===== config.mk =====
export PLATFORM = sky130hd
export DESIGN_NAME = dpArbiter
export DESIGN_NICKNAME = d
export VERILOG_FILES = /design/src/rtl/dpArbPkg.sv /design/src/rtl/dpArbDatapath.sv /design/src/rtl/dpArbControl.sv /design/src/rtl/dpArbiter.sv
export SDC_FILE = /design/constraint.sdc
export NUM_CORES = 1
export LEC_CHECK = 0
export BUFFER_PORTS_ARGS = -buffer_cell sky130_fd_sc_hd__buf_2
export CORE_UTILIZATION = 53
export CTS_BUF_LIST = sky130_fd_sc_hd__clkbuf_4 sky130_fd_sc_hd__clkbuf_8
export DETAILED_ROUTE_END_ITERATION = 12
export GPL_TIMING_DRIVEN = 0
export PLACE_DENSITY = 0.81
export SLEW_MARGIN = 20
export SYNTH_ARGS = -nofsm -noshare
export SYNTH_HDL_FRONTEND = slang
export SYNTH_HIERARCHICAL = 1
export SYNTH_SLANG_ARGS = --single-unit

===== constraint.sdc =====
create_clock -name clk -period 2.1 [get_ports clk]
set_input_delay 0.21 -clock clk [delete_from_list [all_inputs] [get_ports clk]]
set_output_delay 0.21 -clock clk [all_outputs]
set_load 0.03 [all_outputs]

===== src/rtl/dpArbPkg.sv =====
package dpArbPkg;

  // Per-cycle events seen by the datapath, consumed by the control
  typedef struct packed {
    logic conflict;  // both selected, same address
    logic freshL;    // left access new this cycle
    logic freshR;    // right access new this cycle
  } arbEvt_t;

  typedef enum logic [1:0] {
    OWN_NONE  = 2'd0,
    OWN_LEFT  = 2'd1,
    OWN_RIGHT = 2'd2
  } owner_e;

endpackage


===== src/rtl/dpArbDatapath.sv =====
module dpArbDatapath
  import dpArbPkg::*;
#(
  parameter int ADDR_W = 13
) (
  input  logic              clk,
  input  logic              rstN,
  input  logic              selLeftN,
  input  logic              selRightN,
  input  logic [ADDR_W-1:0] addrLeft,
  input  logic [ADDR_W-1:0] addrRight,
  output arbEvt_t           evt
);

  logic              prevSelLN, prevSelRN;
  logic [ADDR_W-1:0] prevAddrL, prevAddrR;

  always_ff @(posedge clk or negedge rstN) begin
    if (!rstN) begin
      prevSelLN <= 1'b1;
      prevSelRN <= 1'b1;
      prevAddrL <= '0;
      prevAddrR <= '0;
    end else begin
      prevSelLN <= selLeftN;
      prevSelRN <= selRightN;
      prevAddrL <= addrLeft;
      prevAddrR <= addrRight;
    end
  end

  always_comb begin
    evt.conflict = !selLeftN && !selRightN && (addrLeft == addrRight);
    evt.freshL   = !selLeftN  && (prevSelLN || (addrLeft  != prevAddrL));
    evt.freshR   = !selRightN && (prevSelRN || (addrRight != prevAddrR));
  end

endmodule


===== src/rtl/dpArbControl.sv =====
module dpArbControl
  import dpArbPkg::*;
(
  input  logic    clk,
  input  logic    rstN,
  input  arbEvt_t evt,
  input  logic    selLeftN,
  input  logic    selRightN,
  input  logic    doneLeft,
  input  logic    doneRight,
  output logic    busyLeftN,
  output logic    busyRightN,
  output logic    grantLeft,
  output logic    grantRight
);

  owner_e owner, ownerNxt;
  logic   leftLoses, rightLoses;

  always_comb begin
    leftLoses  = 1'b0;
    rightLoses = 1'b0;
    if (evt.conflict) begin
      case (owner)
        OWN_LEFT:  rightLoses = 1'b1;
        OWN_RIGHT: leftLoses  = 1'b1;
        default: begin
          if (evt.freshL && !evt.freshR) leftLoses  = 1'b1;
          else                           rightLoses = 1'b1;
        end
      endcase
    end
  end

  always_comb begin
    ownerNxt = owner;
    if (!evt.conflict) begin
      ownerNxt = OWN_NONE;
    end else begin
      case (owner)
        OWN_LEFT:  ownerNxt = doneLeft  ? OWN_RIGHT : OWN_LEFT;
        OWN_RIGHT: ownerNxt = doneRight ? OWN_LEFT  : OWN_RIGHT;
        default:   ownerNxt = leftLoses ? OWN_RIGHT : OWN_LEFT;
      endcase
    end
  end

  always_ff @(posedge clk or negedge rstN) begin
    if (!rstN) owner <= OWN_NONE;
    else       owner <= ownerNxt;
  end

  assign busyLeftN  = !leftLoses;
  assign busyRightN = !rightLoses;
  assign grantLeft  = !selLeftN  && !leftLoses;
  assign grantRight = !selRightN && !rightLoses;


  busy_excl_chk: assert property (@(posedge clk) disable iff (!rstN)
    !(!busyLeftN && !busyRightN));


  one_loser_chk: assert property (@(posedge clk) disable iff (!rstN)
    evt.conflict |-> (busyLeftN != busyRightN));


  no_conflict_free_chk: assert property (@(posedge clk) disable iff (!rstN)
    !evt.conflict |-> (busyLeftN && busyRightN));


  handoff_left_chk: assert property (@(posedge clk) disable iff (!rstN)
    (owner == OWN_LEFT && evt.conflict && doneLeft) |=> (!evt.conflict || !busyLeftN));


  handoff_right_chk: assert property (@(posedge clk) disable iff (!rstN)
    (owner == OWN_RIGHT && evt.conflict && doneRight) |=> (!evt.conflict || !busyRightN));


  tie_left_chk: assert property (@(posedge clk) disable iff (!rstN)
    (owner == OWN_NONE && evt.conflict && evt.freshL && evt.freshR) |-> !busyRightN);


  loser_strobe_chk: assert property (@(posedge clk) disable iff (!rstN)
    (owner == OWN_LEFT && evt.conflict && doneRight && !doneLeft) |=> (!evt.conflict || !busyRightN));

endmodule


===== src/rtl/dpArbiter.sv =====
module dpArbiter
  import dpArbPkg::*;
#(
  parameter int ADDR_W = 13
) (
  input  logic              clk,
  input  logic              rstN,
  input  logic              selLeftN,
  input  logic              selRightN,
  input  logic [ADDR_W-1:0] addrLeft,
  input  logic [ADDR_W-1:0] addrRight,
  input  logic              doneLeft,
  input  logic              doneRight,
  output logic              busyLeftN,
  output logic              busyRightN,
  output logic              grantLeft,
  output logic              grantRight
);

  arbEvt_t evt;

  dpArbDatapath #(.ADDR_W(ADDR_W)) u_dp (
    .clk       (clk),
    .rstN      (rstN),
    .selLeftN  (selLeftN),
    .selRightN (selRightN),
    .addrLeft  (addrLeft),
    .addrRight (addrRight),
    .evt       (evt)
  );

  dpArbControl u_ctl (
    .clk        (clk),
    .rstN       (rstN),
    .evt        (evt),
    .selLeftN   (selLeftN),
    .selRightN  (selRightN),
    .doneLeft   (doneLeft),
    .doneRight  (doneRight),
    .busyLeftN  (busyLeftN),
    .busyRightN (busyRightN),
    .grantLeft  (grantLeft),
    .grantRight (grantRight)
  );

endmodule


======== Word level (Yosys, flattened, before mapping) ========
Index checks and enable logic that the tools add are counted.
operators by class
  reductions and logical operators ........ 14
  muxes and demuxes ....................... 11
  eq/ne operators ......................... 5
operators with widths
  operator            number
  $ne 13x13->1        2
  $eq 13x13->1        1
  $mux 2              4
  $logic_and 1x1->1   7
  $logic_not 1->1     5
  $mux 1              4
  $pmux 1 s2          2
  $pmux 2 s2          1
  $eq 2x1->1 const B  1
  $eq 2x2->1 const B  1
  $logic_or 1x1->1    2
word-level totals
  logic and storage cells ................. 35
  bits in registers ....................... 30
  output and inout port bits .............. 4

======== Longest topological paths before layout ========
Gate-level depths: netlist of run 1.
  depth after elaboration ................. 11
  depth in mapped cells ................... 7
  depth with buffers taken out ............ 7

======== Cells and area by module ========
Netlist of run 1, hierarchy kept.
modules (own cells, without submodules)
  module         seq. area each (sq um)  instances  cells each  area an instance (sq um)
  dpArbDatapath  703.2                   1          82          1,141.1
  dpArbControl   50.0                    1          21          187.7

======== Worst setup path before layout of run 1 ========
No wires, ideal clock.
  kind .................................... register to output
  from .................................... register u_dp.prevAddrR[9]
  to ...................................... output grantRight
  setup slack ............................. -31 ps
  arrival ................................. 1,921 ps
  cell stages (with the launch flop) ...... 7
  path through ............................ dfrtp_1 > xor2_1 > nor4_1 > a31oi_1 > nand3b_1 > o211ai_1 > nor2b_1
RTL lines
  element                 RTL line             source
  from (decl)             dpArbDatapath.sv:16  logic [ADDR_W-1:0] prevAddrL, prevAddrR;
  from (signal assigned)  dpArbDatapath.sv:28  prevAddrR <= addrRight;
  to (decl)               dpArbiter.sv:17      output logic grantRight

==> qor.yml, run 1 <==
cts_max_level: 2
fin_ws_ns: -0.125
layout_commonest_cell: "buf_2"
grt_pass1_wl_mm: 3.97
antenna_found_initial: 0
final_net_count: 182
port_buffers: 35
fin_crit_sh_pct: 106
synth_area_mm2: 0.00133
design.core.area_mm2: 0.00230
status: "finished, violations left"
globalplace.congestion: 0.826
die_area_mm2: 0.00271
synth_seq_area_share_pct: 56.7
drv_slew: 0
rows: 17
syn_inst: 103
switching_share_pct: 25.2
preCtsSetupSlack_ns: -0.0532
slew_headroom_pct: 57.8
critPathLaunchType: "flop"
final_cell_mix: "32 x buf_2, 28 x dfrtp_1, 19 x xor2_1, 19 x xnor2_1, 6 x clkbuf_4"
rsz0062_at_grt: "true"
hpwlAfterDp_mm: 1.96
seq_power_share_pct: 53.8
power_leakage_nw: 0.741
via_count: 936
overflow: 0
io_pins: 36
fin_crit_ns: 2.23
hold_viol: 0
antenna_cells: 0
worst-setup-path-type: "reg -> out"
min_path_type: "in -> reg"
grt_pass1_vias: 916
cts.sinks: 30
grtUsageTotal_pct: 21.5
finish.utilization_pct: 73.6
worst-slew-pin-transition_ns: 0.634
maxCapViolCount: 0
worstSkewPairLatency_ns: 0.32
ys_ff_latch: 30
power_density_mw_per_mm2: 680
violations: "setup timing"
syn_to_final_growth_pct: 27.2
p_comb_share_pct: 14.4
vias_per_cell: 5.29
peakVddDrop_v: 0.000590
cts_tree: "done"
cts_root_buffer: "clkbuf_4"
clock_path_buffers: 2
syn-num-nets: 137
synthDistinctLibCells: 24
worstSetupEndpointType: "output port"
drtIter0Drc: 9
clockPowerShare_pct: 31.8
syn_area_per_cell_um2: 12.9
crit_arrival_ns: 2.02
power.switching_mw: 0.290
start_util_pct: 57.8
final_antenna_net_count: 0
max_freq_mhz: 449
required_ns: 1.89
routedWlPerCell_um: 14.4
crit_fanout: 2
drive_gt1_share_pct: 37.6
setup_viol: 3
fin_skew_ns: 0.00828
grt_max_degree: 31
die_x_um: 52.1
finalWirelength_mm: 2.55
cts.clk_slew.worst_paths_ns: 0.09
cts_made_buffers: 5
yosysWarnings: 6
die_y_um: 52.1
first_pass_iters: 4
p_int_mw: 0.860
drc: 0
==> synth_stat cells <==
| cell type | count | area, um2 |
|---|---|---|
| inv_1 | 3 | 11.3 |
| nor3_2 | 1 | 10.0 |
| dfrtp_1 | 28 | 701 |
| nand2b_1 | 1 | 6.26 |
| dfstp_2 | 2 | 52.6 |
| nor2_1 | 1 | 3.75 |
| a221oi_1 | 1 | 8.76 |
| nor3_1 | 2 | 10.0 |
| nor2b_1 | 2 | 12.5 |
| a31oi_1 | 2 | 12.5 |
| nand3b_1 | 1 | 7.51 |
| o21ai_2 | 1 | 8.76 |
| and3b_4 | 1 | 12.5 |
| nand2_1 | 2 | 7.51 |
| o211ai_1 | 1 | 7.51 |
| nand4_1 | 5 | 31.3 |
| ha_1 | 2 | 25.0 |
| a21oi_1 | 1 | 5.00 |
| nor2b_4 | 1 | 13.8 |
| or4_1 | 1 | 7.51 |
| xnor2_1 | 20 | 175 |
| nor4_1 | 4 | 25.0 |
| xor2_1 | 19 | 166 |
| o21a_1 | 1 | 7.51 |
==> path summary, 6_finish.rpt <==
path | slack, ns | start | endpoint | cells after the start
max | -0.13 | u_dp/prevAddrR[1] | grantRight | 7
min | 0.03 | addrRight[2] | u_dp/prevAddrR[2] | 1
max reg2reg | 0.44 | u_dp/prevAddrL[7] | u_ctl/owner[1] | 6
min reg2reg | 0.78 | u_ctl/owner[1] | u_ctl/owner[0] | 3
max in group asynchronous | 1.25 | rstN | u_dp/prevAddrR[4] | 2
min in group asynchronous | 0.43 | rstN | u_dp/prevAddrR[2] | 2
==> layout make-up <==
cell class / instances / area [um2]
repair buffers: 38 / 221
clock inverters: 1 / 5.00
clock buffers: 7 / 58.8
well taps: 28 / 35.0
multi-input cells: 70 / 606
inverters: 3 / 11.3
fillers: 169 / 607
flip-flops and latches: 30 / 753
==> per-stage QoR <==
step	area, um2	power [mW]	hold WS, ns	TNS (ns)	std cells
after global routing	1690	1.20	0.00710	-0.676	177
after floorplan	1330	0.700	-0.0856	0	103
after global placement	1540	0.773	0.258	0	166
final	1690	1.15	0.0326	-0.269	177
after detailed placement	1540	0.781	0.269	-0.0532	166
after CTS	1660	1.16	0.0128	-0.199	176
==> kinds of logic (layout without fill, tap and decap cells) <==
kind of cell | after synthesis | after routing | synth area share [%]
buffers and inverters | 3 | 49 | 0.847
and+or+nand+nor | 22 | 22 | 11.1
adders and majority gates | 2 | 2 | 1.88
AOI/OAI and AO/OA | 7 | 7 | 3.77
xor gates and xnor gates | 39 | 39 | 25.7
DFF | 30 | 30 | 56.7
==> power groups by stage <==
stage                     logic [mW]  clock network, mW  registers, mW
after global placement         0.145                  0          0.628
after CTS                      0.163              0.374          0.619
after floorplan               0.0728                  0          0.627
after global routing           0.180              0.403          0.622
after detailed placement       0.151                  0          0.630
final                          0.165              0.365          0.619
==> repair_timing <==
action                                  CTS  global route
pin swaps                                 8             2
buffers inserted                          1             0
resized for setup                         8             4
hold buffers                              1             1
hold endpoints to repair                 28             1
endpoints found under the setup margin    4             4
==> registers in the layout (all words and copies together) (netlist names) <==
register        flops
u_dp/prevAddrL     13
u_ctl/owner         2
u_dp/prevSelLN      1
u_dp/prevSelRN      1
u_dp/prevAddrR     13
==> metal layers <==
metal,wire (um),part of all wire (%),GRT usage [%]
met2,1290,51,36.3
met4,0,0,4.05
met5,0,0,0
met1,1090,43,26.5
met3,164,6.4,7.89
==> critical path: stages, from the launching register on <==
cell and delay, ns:
dfrtp_1 0.38, xor2_1 0.17, nor4_2 0.33, a31oi_1 0.14, nand3b_1 0.20, o211ai_1 0.14
nor2b_2 0.20, buf_6 0.14
Power figures use the tool's default switching activity.
==> inputs of run 2 (changes only) <==
- CORE_UTILIZATION: 53 -> 48
- PLACE_DENSITY: 0.81 -> 0.77
- clock period: 2.1 -> 1.8 ns (I/O delays scaled with it)
==> run 2 against run 1 <==
Net effect:
- the flow still finishes with violations (setup timing)
- design area grew 14%
- largest power group unchanged
- routed wire length grew 23%
- global-route usage grew 2.7 points
- critical path type unchanged
- utilization grew 1.9 points
- non-clock buffer count grew 21
==> qor.yml, run 2 (synthesis results as in run 1) <==
die_area_mm2: 0.00298  # +10%
min_path_type: "in -> reg"
drc: 0  # unchanged
clock_path_buffers: 2  # unchanged
hold_viol: 0  # unchanged
cts.clk_slew.worst_paths_ns: 0.09  # about the same
grt_pass1_wl_mm: 4.71  # +19%
critPathMaxStageDelay_ns: 0.38  # about the same
worstSetupEndpointType: "output port"
top_regs: "u_dp/prevAddrL x13, u_dp/prevAddrR x13, u_ctl/owner x2"
via_count: 1035  # +11%
vias_per_cell: 5.18  # -2.1%
antenna_found_initial: 0  # unchanged
final_cell_mix: "31 x buf_2, 28 x dfrtp_1, 23 x dlygate4sd3_1"
fin_crit_sh_pct: 123
power_mw: 1.39  # +21%
fin_skew_ns: 0.00675  # -0.00153 ns
layout_commonest_cell: "buf_2"
max_freq_mhz: 452
io_pins: 36  # unchanged
final_net_count: 203  # +12%
hpwlAfterDp_mm: 1.87  # -4.3%
fillers: 169  # unchanged
rows: 18  # +1
peakVddDrop_v: 0.000745  # +26%
dp_cells: 168  # +1.2%
cp_cell_sequence: "xor2_1, nor4_2, a31oi_1, and3b_4, o21ai_4, nor2b_4, buf_6"
routedWlPerCell_um: 15.6  # +8.6%
syn_to_final_growth_pct: 44.6
violations: "setup timing"
required_ns: 1.62  # -0.27 ns
drv_slew: 0  # unchanged
tns_ns: -1.30  # -1.04 ns
slew_headroom_pct: 55.9  # -1.9 points
cts_tree: "done"
cts_root_buffer: "clkbuf_4"
crit_arrival_ns: 2.03  # about the same
cts_made_buffers: 5  # unchanged
drive_gt1_share_pct: 34.1  # -3.5 points
grt_max_degree: 31  # unchanged
whs_ns: 0.0116  # -0.0210 ns
final_antenna_net_count: 0  # unchanged
setup_viol: 4  # +1
grt_pass1_vias: 1046  # +14%
overflow: 0  # unchanged
die_x_um: 54.6  # +4.9%
status: "finished, violations left"
port_buffers: 35  # unchanged
worst-slew-pin-transition_ns: 0.662  # +0.0279 ns
finalWirelength_mm: 3.12  # +23%
preCtsSetupSlack_ns: -0.266  # -0.213 ns
critPathSlowestCell: "dfrtp_1"
post_dp_cell_area_mm2: 0.00155  # +0.49%
design.core.area_mm2: 0.00254  # +11%
globalplace.congestion: 0.756  # -8.6%
crit_family: "simple AND/OR/NAND/NOR gates"
worst-setup-path-type: "reg -> out"
maxCapViolCount: 0  # unchanged
finish.utilization_pct: 75.5  # +1.9 points
critPathLaunchType: "flop"
start_util_pct: 52.2  # -5.6 points
first_pass_iters: 4  # unchanged
fin_ws_ns: -0.414  # -0.289 ns
drtIter0Drc: 6  # -3
power_density_mw_per_mm2: 725  # +6.6%
path_buf_inv: 1  # unchanged
crit_fanout: 2  # unchanged
cts_max_level: 2  # unchanged
antenna_cells: 0  # unchanged
power_leakage_nw: 0.840  # +13%
grtUsageTotal_pct: 24.2  # +2.7 points
worstSkewPairLatency_ns: 0.33  # about the same
die_y_um: 54.6  # +4.9%
rsz0062_at_grt: "true"
final_cells: 200  # +13%
fin_crit_ns: 2.21
finalInstanceArea_mm2: 0.00192  # +14%
cts.sinks: 30  # unchanged
==> run 2: timing repair <==
action / 4_1_cts / 5_1_grt
resized for setup: 7 / 9
hold buffers: 21 / 2
setup buffers: 0 / 1
pin swaps: 4 / 8
endpoints found under the hold margin: 48 / 2
setup endpoints to repair: 4 / 4
==> run 2: area by class of cell <==
cell class              count  area, um2  area share [%]
flip-flops and latches     30        753            39.2
multi-input cells          70        622            32.4
repair buffers             59        434            22.6
clock buffers               7       58.8            3.06
well taps                  30       37.5            1.95
inverters                   3       11.3           0.586
clock inverters             1       5.00           0.260
==> run 2: worst paths after layout <==
path | slack [ns] | depth (start not counted) | startpoint | endpoint
setup / recovery | -0.41 | 7 | u_dp/prevAddrL[4] | grantLeft
hold / removal | 0.01 | 1 | addrRight[3] | u_dp/prevAddrR[3]
setup reg to reg | 0.22 | 5 | u_dp/prevAddrL[4] | u_ctl/owner[1]
hold reg to reg | 0.80 | 3 | u_ctl/owner[1] | u_ctl/owner[0]
max in group asynchronous | 0.96 | 2 | rstN | u_dp/prevAddrR[4]
min in group asynchronous | 0.41 | 2 | rstN | u_dp/prevAddrR[12]
==> run 2: report_power, final <==
group | total (mW) | internal, mW | switching [mW]
clock network | 0.433 | 0.204 | 0.228
logic | 0.237 | 0.122 | 0.115
registers | 0.724 | 0.707 | 0.0165
total | 1.39 | 1.03 | 0.360
==> run 2: per-layer routing <==
layer	part of all wire, %	GRT usage, %
met5	0	0
met4	3.6	13.2
met3	4.6	7.50
met2	53	38.8
met1	39	28.8
==> run 2: worst reg2reg max path, stage by stage (launching register included) <==
cell and delay [ns]:
dfrtp_1 0.38, xor2_1 0.17, nor4_2 0.35, a31oi_1 0.17, and3b_4 0.23, o21a_1 0.18
==> inputs of run 3 (changes only) <==
- GPL_ROUTABILITY_DRIVEN: default -> 0
- TNS_END_PERCENT: default -> 30
==> run 3 against run 2 <==
Net effect:
- the flow still finishes with violations (setup timing)
- final cell count stayed put
- flip-flop and latch count is the same
- die area unchanged
- utilization down 0.54 points
- combinational power barely moved
- global-route usage stayed put
- sequential share of layout area rose by 0.28 points
- power is essentially flat
- first-iteration DRC count unchanged
- critical endpoint unchanged
- largest cell class unchanged
==> qor.yml, run 3 (synthesis results as in run 1) <==
worstSetupEndpointType: "output port"
power_mw: 1.39  # about the same
cts.sinks: 30  # unchanged
start_util_pct: 52.2  # unchanged
final_net_count: 203  # unchanged
max_freq_mhz: 454  # +0.46%
overflow: 0  # unchanged
rr_worst_depth: 5  # unchanged
grt_max_degree: 31  # unchanged
cts_max_level: 2  # unchanged
drv_slew: 0  # unchanged
grtUsageTotal_pct: 24.2  # unchanged
io_pins: 36  # unchanged
fin_crit_ns: 2.20  # -0.0102 ns
fillers: 172  # +1.8%
vias_per_cell: 5.20  # +0.39%
clock_path_buffers: 2  # unchanged
finalWirelength_mm: 3.12  # about the same
cts_made_buffers: 5  # unchanged
hold_viol: 0  # unchanged
grt_pass1_wl_mm: 4.71  # unchanged
cts.clk_slew.worst_paths_ns: 0.09  # about the same
post_dp_cell_area_mm2: 0.00155  # unchanged
power_leakage_nw: 0.836  # -0.49%
syn_to_final_growth_pct: 43.6
die_x_um: 54.6  # unchanged
area.sequential_um2: 753  # unchanged
peakVddDrop_v: 0.000746  # about the same
rows: 18  # unchanged
port_buffers: 35  # unchanged
power_density_mw_per_mm2: 730  # +0.73%
maxCapViolCount: 0  # unchanged
fin_skew_ns: 0.00645  # -0.000305 ns
rsz0062_at_grt: "true"
antenna_found_initial: 0  # unchanged
worst-slew-pin-transition_ns: 0.661  # -0.000296 ns
first_pass_iters: 4  # unchanged
layout_commonest_cell: "buf_2"
grt_pass1_vias: 1042  # -0.38%
multi_input_area_um2: 614  # -1.2%
finalInstanceArea_mm2: 0.00191  # -0.72%
die_y_um: 54.6  # unchanged
cts_tree: "done"
drive_gt1_share_pct: 34.1  # unchanged
fin_ws_ns: -0.404  # +0.0102 ns
hpwlAfterDp_mm: 1.87  # unchanged
setup_viol: 4  # unchanged
crit_fanout: 2  # unchanged
min_path_type: "in -> reg"
drc: 0  # unchanged
drtIter0Drc: 6  # unchanged
final_antenna_net_count: 0  # unchanged
worst-setup-path-type: "reg -> out"
fin_crit_sh_pct: 122  # -0.57 points
final_cell_mix: "32 x buf_2, 28 x dfrtp_1, 23 x dlygate4sd3_1"
status: "finished, violations left"
critPathLaunchType: "flop"
crit_arrival_ns: 2.02  # about the same
routedWlPerCell_um: 15.6  # about the same
antenna_cells: 0  # unchanged
die_area_mm2: 0.00298  # unchanged
hold_depth: 1  # unchanged
worstSkewPairLatency_ns: 0.33  # about the same
violations: "setup timing"
slew_headroom_pct: 55.9  # about the same
top_regs: "u_dp/prevAddrL x13, u_dp/prevAddrR x13, u_ctl/owner x2"
required_ns: 1.62  # about the same
design.core.area_mm2: 0.00254  # unchanged
via_count: 1039  # +0.39%
cts_root_buffer: "clkbuf_4"
[run 3: worst max-delay path: stages (launching register included)]
cell and delay (ns):
dfrtp_1 0.38, xor2_1 0.17, nor4_2 0.35, a31oi_1 0.17, and3b_4 0.22, o21ai_2 0.12
nor2b_4 0.16, buf_6 0.13
[run 3: area by class of cell]
class	instances	area share, %
Timing Repair Buffer	59	22.4
Clock inverter	1	0.262
Multi-Input combinational cell	70	32.2
Tap cell	30	1.97
Sequential cell	30	39.5
Inverter	3	0.590
Clock buffer	7	3.08
[run 3: repair_timing]
| item | 4_1_cts | 5_1_grt |
|---|---|---|
| setup buffers | 0 | 1 |
| hold buffers | 21 | 2 |
| endpoints found under the hold margin | 48 | 2 |
| pin swaps | 4 | 8 |
| gates resized for setup | 5 | 8 |
| setup endpoints to repair | 4 | 4 |
[run 3: per-stage QoR]
step / hold WS (ns) / util (%) / instances / setup slack, ns / setup TNS, ns
2_1_floorplan: -0.116 / - / 103 / -0.116 / -0.225
3_3_place_gp: 0.231 / 60.9 / 168 / -0.230 / -0.541
3_5_place_dp: 0.243 / 60.9 / 168 / -0.266 / -0.668
4_1_cts: 0.000446 / 72.4 / 197 / -0.355 / -1.25
5_1_grt: 0.0000577 / 75.0 / 200 / -0.498 / -1.71
6_report: 0.0115 / 75.0 / 200 / -0.404 / -1.32
[run 3: worst paths after layout]
| kind | start | to | slack, ns |
|---|---|---|---|
| worst max-delay path | u_dp/prevAddrL[4] | grantLeft | -0.40 |
| worst min-delay path | addrRight[3] | u_dp/prevAddrR[3] | 0.01 |
| worst max register to register | u_dp/prevAddrL[4] | u_ctl/owner[1] | 0.23 |
| worst min register to register | u_ctl/owner[1] | u_ctl/owner[0] | 0.80 |
| max in group asynchronous | rstN | u_dp/prevAddrR[4] | 0.96 |
| min in group asynchronous | rstN | u_dp/prevAddrR[12] | 0.41 |
[run 3: routing by layer]
layer	routed length (um)	vias up	part of all wire, %	GRT usage (%)
met1	1220	503	39	28.8
met4	113	0	3.6	13.2
met2	1640	41	53	38.8
met5	0	-	0	0
met3	145	11	4.6	7.50
li1	-	484	-	-
[run 3: report_power, final]
group,switching (mW),leakage [nW],total (mW),internal (mW)
clock network,0.229,0.0387,0.433,0.204
registers,0.0165,0.352,0.724,0.707
logic,0.114,0.445,0.237,0.122
total,0.360,0.836,1.39,1.03
